$ cat src/rtl/lock_arbiter_pkg.sv
package lock_arbiter_pkg;
   typedef enum logic [1:0] {
      ARB_FREE  = 2'd0,
      ARB_PEND  = 2'd1,
      ARB_OWNED = 2'd2
   } arb_state_t;
endpackage

$ cat src/rtl/lock_tracker.sv
module lock_tracker #(
   parameter int ACK_LOCK_EN = 1
) (
   input  logic clk,
   input  logic rst_n,
   input  logic pfx_stb,
   input  logic cyc_end,
   input  logic instr_last,
   input  logic ack_t2,
   input  logic ack_second,
   output logic lock_q,
   output logic lock_nxt
);
   logic pfx_q, pfx_d;
   logic ack_q, ack_d;

   // prefix lock: set by the decode strobe, cleared by the last cycle end
   always_comb begin
      pfx_d = pfx_q;
      if (pfx_stb)
         pfx_d = 1'b1;
      else if (cyc_end && instr_last)
         pfx_d = 1'b0;
   end

   always_ff @(posedge clk) begin
      if (!rst_n) pfx_q <= 1'b0;
      else        pfx_q <= pfx_d;
   end

   generate
      if (ACK_LOCK_EN != 0) begin : g_ack
         always_comb begin
            ack_d = ack_q;
            if (ack_t2) ack_d = !ack_second;
         end
         always_ff @(posedge clk) begin
            if (!rst_n) ack_q <= 1'b0;
            else        ack_q <= ack_d;
         end
      end else begin : g_no_ack
         assign ack_d = 1'b0;
         assign ack_q = 1'b0;
      end
   endgenerate

   assign lock_nxt = pfx_d | ack_d;

   always_ff @(posedge clk) begin
      if (!rst_n) lock_q <= 1'b0;
      else        lock_q <= lock_nxt;
   end
endmodule

$ cat src/rtl/grant_fsm.sv
module grant_fsm
   import lock_arbiter_pkg::*;
#(
   parameter int IDLE_GRANT = 1
) (
   input  logic clk,
   input  logic rst_n,
   input  logic req_stb,
   input  logic rel_stb,
   input  logic cyc_end,
   input  logic bus_busy,
   input  logic lock_nxt,
   output logic gnt,
   output logic hold
);
   arb_state_t st_q, st_d;
   logic want, slot, fire;

   generate
      if (IDLE_GRANT != 0) begin : g_idle
         assign slot = cyc_end | ~bus_busy;
      end else begin : g_end_only
         assign slot = cyc_end;
      end
   endgenerate

   assign want = (st_q == ARB_PEND) || (st_q == ARB_FREE && req_stb);
   assign fire = want && !lock_nxt && slot;

   always_comb begin
      st_d = st_q;
      unique case (st_q)
         ARB_OWNED: if (rel_stb) st_d = ARB_FREE;
         ARB_PEND:  if (fire)    st_d = ARB_OWNED;
         default:   st_d = fire ? ARB_OWNED : (want ? ARB_PEND : ARB_FREE);
      endcase
   end

   always_ff @(posedge clk) begin
      if (!rst_n) begin
         st_q <= ARB_FREE;
         gnt  <= 1'b0;
      end else begin
         st_q <= st_d;
         gnt  <= fire;
      end
   end

   assign hold = (st_q == ARB_OWNED);
endmodule

$ cat src/rtl/lock_arbiter.sv
module lock_arbiter #(
   parameter int IDLE_GRANT  = 1,
   parameter int ACK_LOCK_EN = 1
) (
   input  logic clk,
   input  logic rst_n,
   input  logic pfx_stb,
   input  logic cyc_end,
   input  logic instr_last,
   input  logic bus_busy,
   input  logic ack_t2,
   input  logic ack_second,
   input  logic req_stb,
   input  logic rel_stb,
   output logic lock_n,
   output logic gnt,
   output logic hold
);
   generate
      if (IDLE_GRANT < 0 || IDLE_GRANT > 1) begin : g_bad_idle
         $error("IDLE_GRANT must be 0 or 1");
      end
      if (ACK_LOCK_EN < 0 || ACK_LOCK_EN > 1) begin : g_bad_ack
         $error("ACK_LOCK_EN must be 0 or 1");
      end
   endgenerate

   logic lock_q, lock_nxt;

   lock_tracker #(.ACK_LOCK_EN(ACK_LOCK_EN)) u_lock (
      .clk(clk), .rst_n(rst_n), .pfx_stb(pfx_stb), .cyc_end(cyc_end),
      .instr_last(instr_last), .ack_t2(ack_t2), .ack_second(ack_second),
      .lock_q(lock_q), .lock_nxt(lock_nxt)
   );

   grant_fsm #(.IDLE_GRANT(IDLE_GRANT)) u_gnt (
      .clk(clk), .rst_n(rst_n), .req_stb(req_stb), .rel_stb(rel_stb),
      .cyc_end(cyc_end), .bus_busy(bus_busy), .lock_nxt(lock_nxt),
      .gnt(gnt), .hold(hold)
   );

   assign lock_n = ~lock_q;
endmodule

$ cat config.mk
export PLATFORM = sky130hd
export DESIGN_NAME = lock_arbiter
export DESIGN_NICKNAME = d
export VERILOG_FILES = /design/src/rtl/lock_arbiter_pkg.sv /design/src/rtl/lock_tracker.sv /design/src/rtl/grant_fsm.sv /design/src/rtl/lock_arbiter.sv
export SDC_FILE = /design/constraint.sdc
export NUM_CORES = 1
export LEC_CHECK = 0
export CAP_MARGIN = 25
export CORE_AREA = 2 2 39 41
export CTS_BUF_LIST = sky130_fd_sc_hd__clkbuf_8 sky130_fd_sc_hd__clkbuf_16
export CTS_CLUSTER_SIZE = 20
export DETAILED_ROUTE_END_ITERATION = 8
export DIE_AREA = 0 0 41 43
export GPL_ROUTABILITY_DRIVEN = 0
export PLACE_DENSITY = 0.55
export SYNTH_ARGS = -nofsm -noshare
export SYNTH_HDL_FRONTEND = slang
export SYNTH_SLANG_ARGS = --single-unit
$ cat constraint.sdc
create_clock -name clk -period 2.8 [get_ports clk]
set_clock_uncertainty 0.15 [all_clocks]
set_input_delay 0.56 -clock clk [delete_from_list [all_inputs] [get_ports clk]]
set_output_delay 0.56 -clock clk [all_outputs]
set_load 0.03 [all_outputs]
==> results of run 1 <==
final cells by class:
class                           count  area (um2)
Sequential cell                     6       120.1
Fill cell                         148       889.6
Inverter                            6       22.52
Tap cell                           16       20.02
Timing Repair Buffer               12       120.1
Multi-Input combinational cell     22       170.2
Clock buffer                        3       41.29
cell usage in the layout (no fill, tap or decap), drive strengths merged:
cell type / netlist / layout
o21a: 1 / 1
o21ai: 1 / 1
or4b: 1 / 1
clkdlybuf4s50: 0 / 12
or2: 1 / 1
nand4b: 1 / 1
nor2b: 1 / 1
dfxtp: 6 / 6
and3: 1 / 1
ha: 3 / 3
nor3: 1 / 1
nor4b: 1 / 1
nand3: 1 / 1
o32ai: 1 / 1
and2: 1 / 1
inv: 6 / 6
mux2i: 1 / 1
a21boi: 2 / 2
nand2: 1 / 1
a211o: 1 / 1
a21oi: 2 / 2
clkbuf: 0 / 3
how the worst max path moves through the flow:
stage                  startpoint             to  slack, ns  cells after the start
detailed placement        req_stb  u_gnt.st_q[1]       0.58                      5
floorplan           u_gnt.st_q[0]  u_gnt.st_q[1]       1.04                      6
CTS                 u_gnt.st_q[0]           hold       0.62                      3
global route        u_gnt.st_q[0]           hold       0.57                      3
global placement          req_stb  u_gnt.st_q[1]       0.59                      5
finish              u_gnt.st_q[0]           hold       0.64                      3
through the flow:
stage	hold slack [ns]	utilization (%)	setup slack (ns)	cells
after floorplan	0.3094	-	1.044	34
after global placement	0.3322	32.73	0.5919	62
final	0.3372	35.71	0.6393	65
after detailed placement	0.3432	32.73	0.5758	62
after global routing	0.3692	35.71	0.5679	65
after CTS	0.3474	35.71	0.6222	65
power groups by stage:
stage	Sequential [mW]	Combinational (mW)	Clock (mW)
3_5_place_dp	0.0976	0.0566	0
2_1_floorplan	0.0977	0.0313	0
4_1_cts	0.0962	0.0569	0.127
3_3_place_gp	0.0974	0.0567	0
6_report	0.0960	0.0565	0.124
5_1_grt	0.0970	0.0634	0.135
state kept, by name, indices dropped and copies added (netlist names):
| register | flops |
|---|---|
| u_gnt.gnt | 1 |
| u_gnt.st_q | 2 |
| u_lock.ack_q | 1 |
| u_lock.lock_q | 1 |
| u_lock.pfx_q | 1 |
tightest hold or removal path, cell delays in order (launching register included):
cell     delay, ns
dfxtp_1       0.32
nand3_1       0.07
nand2_1       0.05
per-layer routing:
metal  track usage [%]  wire [um]  vias up
met5                 0          0        -
met1             7.692        271      131
met3             6.283         62        0
met4             2.000          0        0
li1                  -          -      148
met2             14.37        320       10
cell families (layout without fill, tap and decap cells):
family	count (synthesis)	after routing
buffers and inverters	6	21
adder cells (fa/ha/maj)	3	3
flip-flops	6	6
AND/OR/NAND/NOR	10	10
multiplexers	1	1
AO/OA/AOI/OAI	8	8
==> flow_summary.toml, run 1 <==
[worst_setup_path]
end_kind = "output port"
crit_slowest_cell = "clkdlybuf4s50_1"
path_delay_family = "buffers and inverters"
crit_path_cell_trace = "inv_1 -> ha_1 -> clkdlybuf4s50_1"
reg2reg_to = "u_gnt.st_q[1]"
cp.arrival_ns = 1.45
cp-start-kind = "flip-flop"
crit_path_max_incr_delay_ns = 0.67
reg2reg_depth = 6
rr_startpoint = "u_gnt.st_q[1]"
reg2reg_slack_ns = 1.01
critical_path.max_fanout = 4
crit_buf_inv = 2
worstSetupPathType = "reg -> out"
critical_path_required_ns = 2.09

[yosys]
synth-edff-count = 0
syn-num-nets = 47
synthCells = 34
synth_compound_area_share_pct = 17.60
yosys-top-cells-count = "dfxtp_1 (6), inv_1 (6), ha_1 (3), a21oi_1 (2)"
synth_top_family_by_area = "simple AND/OR/NAND/NOR gates"
yosys.area.top_type_share_pct = 38.40
synthSimpleGateAreaFrac_pct = 21.60
synth_fa_ha_area_share_pct = 12.00
ys_seq_area_share_pct = 38.40
muxShareOfSynthArea_pct = 3.200
async_reset_ff_share_pct = 0
synth_seq_cells = 6
synth_area_um2 = 312.8
yosys_warnings = 0
synthXorXnorAreaFrac_pct = 0
synth_top_cell_by_area = "dfxtp_1"
synth_ff_type = "dfxtp_1"
synth_cell_types = 21
synth.area.top_cells = "dfxtp_1 (38%), ha_1 (12%), inv_1 (7.2%), a21oi_1 (3.2%), mux2i_1 (3.2%)"
syn-mean-instance-area_um2 = 9.200

[drt]
drc_errors = 0
routed_via_density = 4.446
drt_pass1_iterations = 2
ant_nets = 0
routed_wl_um = 654
drt_iter0_drc = 2
vias = 289
wire_per_inst_um = 10.06

[sta]
tns_ns = 0
post-route-period-util_pct = 77.17
rsz0062_at_grt = "false"
max-slew-margin-rel_pct = 71.27
worstMarginPinSlew_ns = 0.4272
finalHoldViolCount = 0
max_freq_mhz = 462.8
finalSetupViolations = 0
slew_viol_final = 0
layout_min_cycle_time_ns = 2.161

[power]
internal_power_mw = 0.2153
leakagePower_nw = 0.2029
seq_power_share_pct = 34.8
swShare_pct = 21.99
total_power_mw = 0.2760
irDropWorstVdd_uv = 273.5
pwr-share-comb_pct = 20.5
power.switching_mw = 0.06071
powerDensity_nw_per_um2 = 558.5
clock_power_share_pct = 44.8

[run_status]
status = "finished clean"

[hold_path]
whs_endpoint = "u_gnt.st_q[0]"
min-delay-start = "u_gnt.st_q[0]"
whs_path_depth = 2
hp-class = "reg -> reg"

[floorplan]
pin_count = 13
rows = 14
dieArea_um2 = 1763
die_h_um = 43
start_util_pct = 22.60
core_um2 = 1384
chipWidth_um = 41

[grt]
grt_pass1_vias = 265
grt_pass1_wl_mm = 1.007
grtUsageTotal_pct = 8.526
antenna_found_initial = 0
overflow = 0
grt_max_degree = 8

[clock_tree]
cts_root_buf = "clkbuf_8"
clkLatencyLatePin_ns = 0.21
cts_resized = 0
cts.clk_slew.worst_paths_ns = 0.03
cts_tree = "done"
htreeDepth = 1
post_cts_buffers = 0
cts_buffers = 3
hold_buffers = 0
cts.sinks = 6
cts.path.max_buffers = 2

[placement]
io_buffers = 12
postPlaceCellArea_um2 = 452.9
hpwl_um = 507.1

[final_layout]
final_cell_area_um2 = 494.2
fin_nets = 64
diodes = 0
drive_gt1_share_pct = 10.20
area_growth_pct = 58.00

[flow_run]
cap_violations = 0
(Power assumes the default switching activity.)
==> run 2: changes to the inputs <==
==> constraint.sdc (replaced) <==
create_clock -name clk -period 2.1 [get_ports clk]
set_clock_uncertainty 0.15 [all_clocks]
set_input_delay 0.42 -clock clk [delete_from_list [all_inputs] [get_ports clk]]
set_output_delay 0.42 -clock clk [all_outputs]
set_load 0.03 [all_outputs]
==> run 2 against run 1 <==
  * Die area is the same
  * Register-to-register slack lost 0.66 ns
  * Critical path depth is 2 higher
  * Final area grew 2.0%
  * Highest routed layer unchanged
==> flow_summary.toml, run 2 (same netlist as run 1, synthesis figures left out) <==
[worst_setup_path]
reg2reg_depth = 6
path_delay_family = "buffers and inverters"
end_kind = "flip-flop"
rr_startpoint = "u_gnt.st_q[1]"
critical_path.max_fanout = 2
cp.arrival_ns = 1.84
crit_buf_inv = 1
critical_path_required_ns = 2.10
cp-start-kind = "input pin"
crit_path_cell_trace = "clkdlybuf4s50_1 -> a21oi_1 -> a211o_1 -> or4b_1 -> a21boi_1"
crit_slowest_cell = "clkdlybuf4s50_1"
worstSetupPathType = "in -> reg"
reg2reg_to = "u_gnt.st_q[1]"
crit_path_max_incr_delay_ns = 0.48
reg2reg_slack_ns = 0.35

[drt]
ant_nets = 0
wl_met2_um = 314
top_layer = "met3"
drt_pass1_iterations = 2
routed_wl_um = 651
vias = 289
drc_errors = 0
drt_iter0_drc = 3
wire_per_inst_um = 9.864
routed-wl-met3_um = 53
routed_via_density = 4.379
met1_length_um = 282

[sta]
post-route-period-util_pct = 87.38
max_freq_mhz = 544.9
tns_ns = 0
max-slew-margin-rel_pct = 71.89
finalHoldViolCount = 0
slew_viol_final = 0
rsz0062_at_grt = "false"
layout_min_cycle_time_ns = 1.835
finalSetupViolations = 0
worstMarginPinSlew_ns = 0.4178

[grt]
grt_pass1_wl_mm = 1.000
overflow = 0
antenna_found_initial = 0
grt_pass1_vias = 276
grtUsageTotal_pct = 7.924
grt_max_degree = 8

[clock_tree]
cts_resized = 0
clkLatencyLatePin_ns = 0.22
htreeDepth = 1
cts.path.max_buffers = 2
cts_buffers = 3
cts.sinks = 6
cts.clk_slew.worst_paths_ns = 0.04
hold_buffers = 0
post_cts_buffers = 0
cts_root_buf = "clkbuf_8"
cts_tree = "done"

[hold_path]
min-delay-start = "u_gnt.st_q[0]"
hp-class = "reg -> reg"
whs_path_depth = 2
whs_endpoint = "u_gnt.st_q[0]"

[final_layout]
fin_nets = 65
fin_util_pct = 36.44
largest_register = "u_gnt.st_q"
area_growth_pct = 61.20
mostFrequentLayoutCell = "clkdlybuf4s50_1"
diodes = 0
fillers = 150
largest_reg_flops = 2
layout_common_cells = "clkdlybuf4s50_1 (11), inv_1 (6), dfxtp_1 (6)"
drive_gt1_share_pct = 12.00

[floorplan]
dieArea_um2 = 1763
start_util_pct = 22.60
pin_count = 13
core_um2 = 1384
die_h_um = 43
rows = 14
chipWidth_um = 41

[power]
powerDensity_nw_per_um2 = 743.1
leakagePower_nw = 0.2253
irDropWorstVdd_uv = 145.7

[placement]
hpwl_um = 510.4
io_buffers = 12

[flow_run]
cap_violations = 0

[run_status]
status = "finished clean"
==> run 2: cell count changes in the layout (fill, tap and decap cells not counted) <==
cell / change
buf_4: +1
dlymetal6s2s_1: +1
clkdlybuf4s50_1: -1
==> run 2: worst max-delay path by stage <==
stage | from | to | cells past startpoint
2_1_floorplan | u_gnt.st_q[0] | u_gnt.st_q[1] | 6
3_3_place_gp | req_stb | u_gnt.st_q[1] | 5
3_5_place_dp | req_stb | u_gnt.st_q[1] | 5
4_1_cts | u_gnt.st_q[0] | hold | 3
5_1_grt | req_stb | u_gnt.st_q[1] | 5
6_report | req_stb | u_gnt.st_q[1] | 5
==> run 2: routing by layer <==
| metal | global-route usage [%] | vias to the layer above |
|---|---|---|
| li1 | - | 151 |
| met1 | 8.974 | 130 |
| met2 | 14.06 | 8 |
| met3 | 0 | 0 |
| met4 | 4.000 | 0 |
| met5 | 0 | - |
==> run 2: power breakdown <==
part | switching (mW) | total (mW) | internal, mW
sequential | 0.00430 | 0.128 | 0.124
combinational | 0.0344 | 0.0774 | 0.0430
clock | 0.0465 | 0.169 | 0.123
total | 0.0852 | 0.375 | 0.289
==> run 2: cell type report <==
| class | instances | area, um2 | share of cell area (%) |
|---|---|---|---|
| flip-flops and latches | 6 | 120.1 | 23.82 |
| repair buffers | 13 | 130.1 | 25.81 |
| inverters | 6 | 22.52 | 4.466 |
| well taps | 16 | 20.02 | 3.970 |
| clock buffers | 3 | 41.29 | 8.189 |
| multi-input cells | 22 | 170.2 | 33.75 |
==> run 2: worst register-to-register path: cells and delay by family, from the launching register on <==
| kind | cells | cell delay, ns |
|---|---|---|
| compound gates | 3 | 0.46 |
| flops | 1 | 0.32 |
| simple gates | 1 | 0.46 |
| fa+ha+maj | 1 | 0.21 |
| buf+inv | 1 | 0.08 |
==> run 2: metrics by stage <==
step	power (mW)	hold slack (ns)	cells	instance area, um2	setup slack, ns
global placement	0.2091	0.3317	63	460.4	0.05321
finish	0.3747	0.3415	66	504.2	0.2650
detailed placement	0.2082	0.3367	63	460.4	0.01809
floorplan	0.1720	0.3094	34	312.8	0.3442
CTS	0.3795	0.3427	66	501.7	0.06904
global route	0.3927	0.3950	66	504.2	0.1848
==> run 3: changes to the inputs <==
--- a/config.mk
+++ b/config.mk
@@ -13,6 +13,7 @@
 export DIE_AREA = 0 0 41 43
 export GPL_ROUTABILITY_DRIVEN = 0
 export PLACE_DENSITY = 0.55
+export REMOVE_ABC_BUFFERS = 1
 export SYNTH_ARGS = -nofsm -noshare
 export SYNTH_HDL_FRONTEND = slang
 export SYNTH_SLANG_ARGS = --single-unit
==> results of run 3 <==
No change in the layout: final DEF, timing and power equal those of run 2.
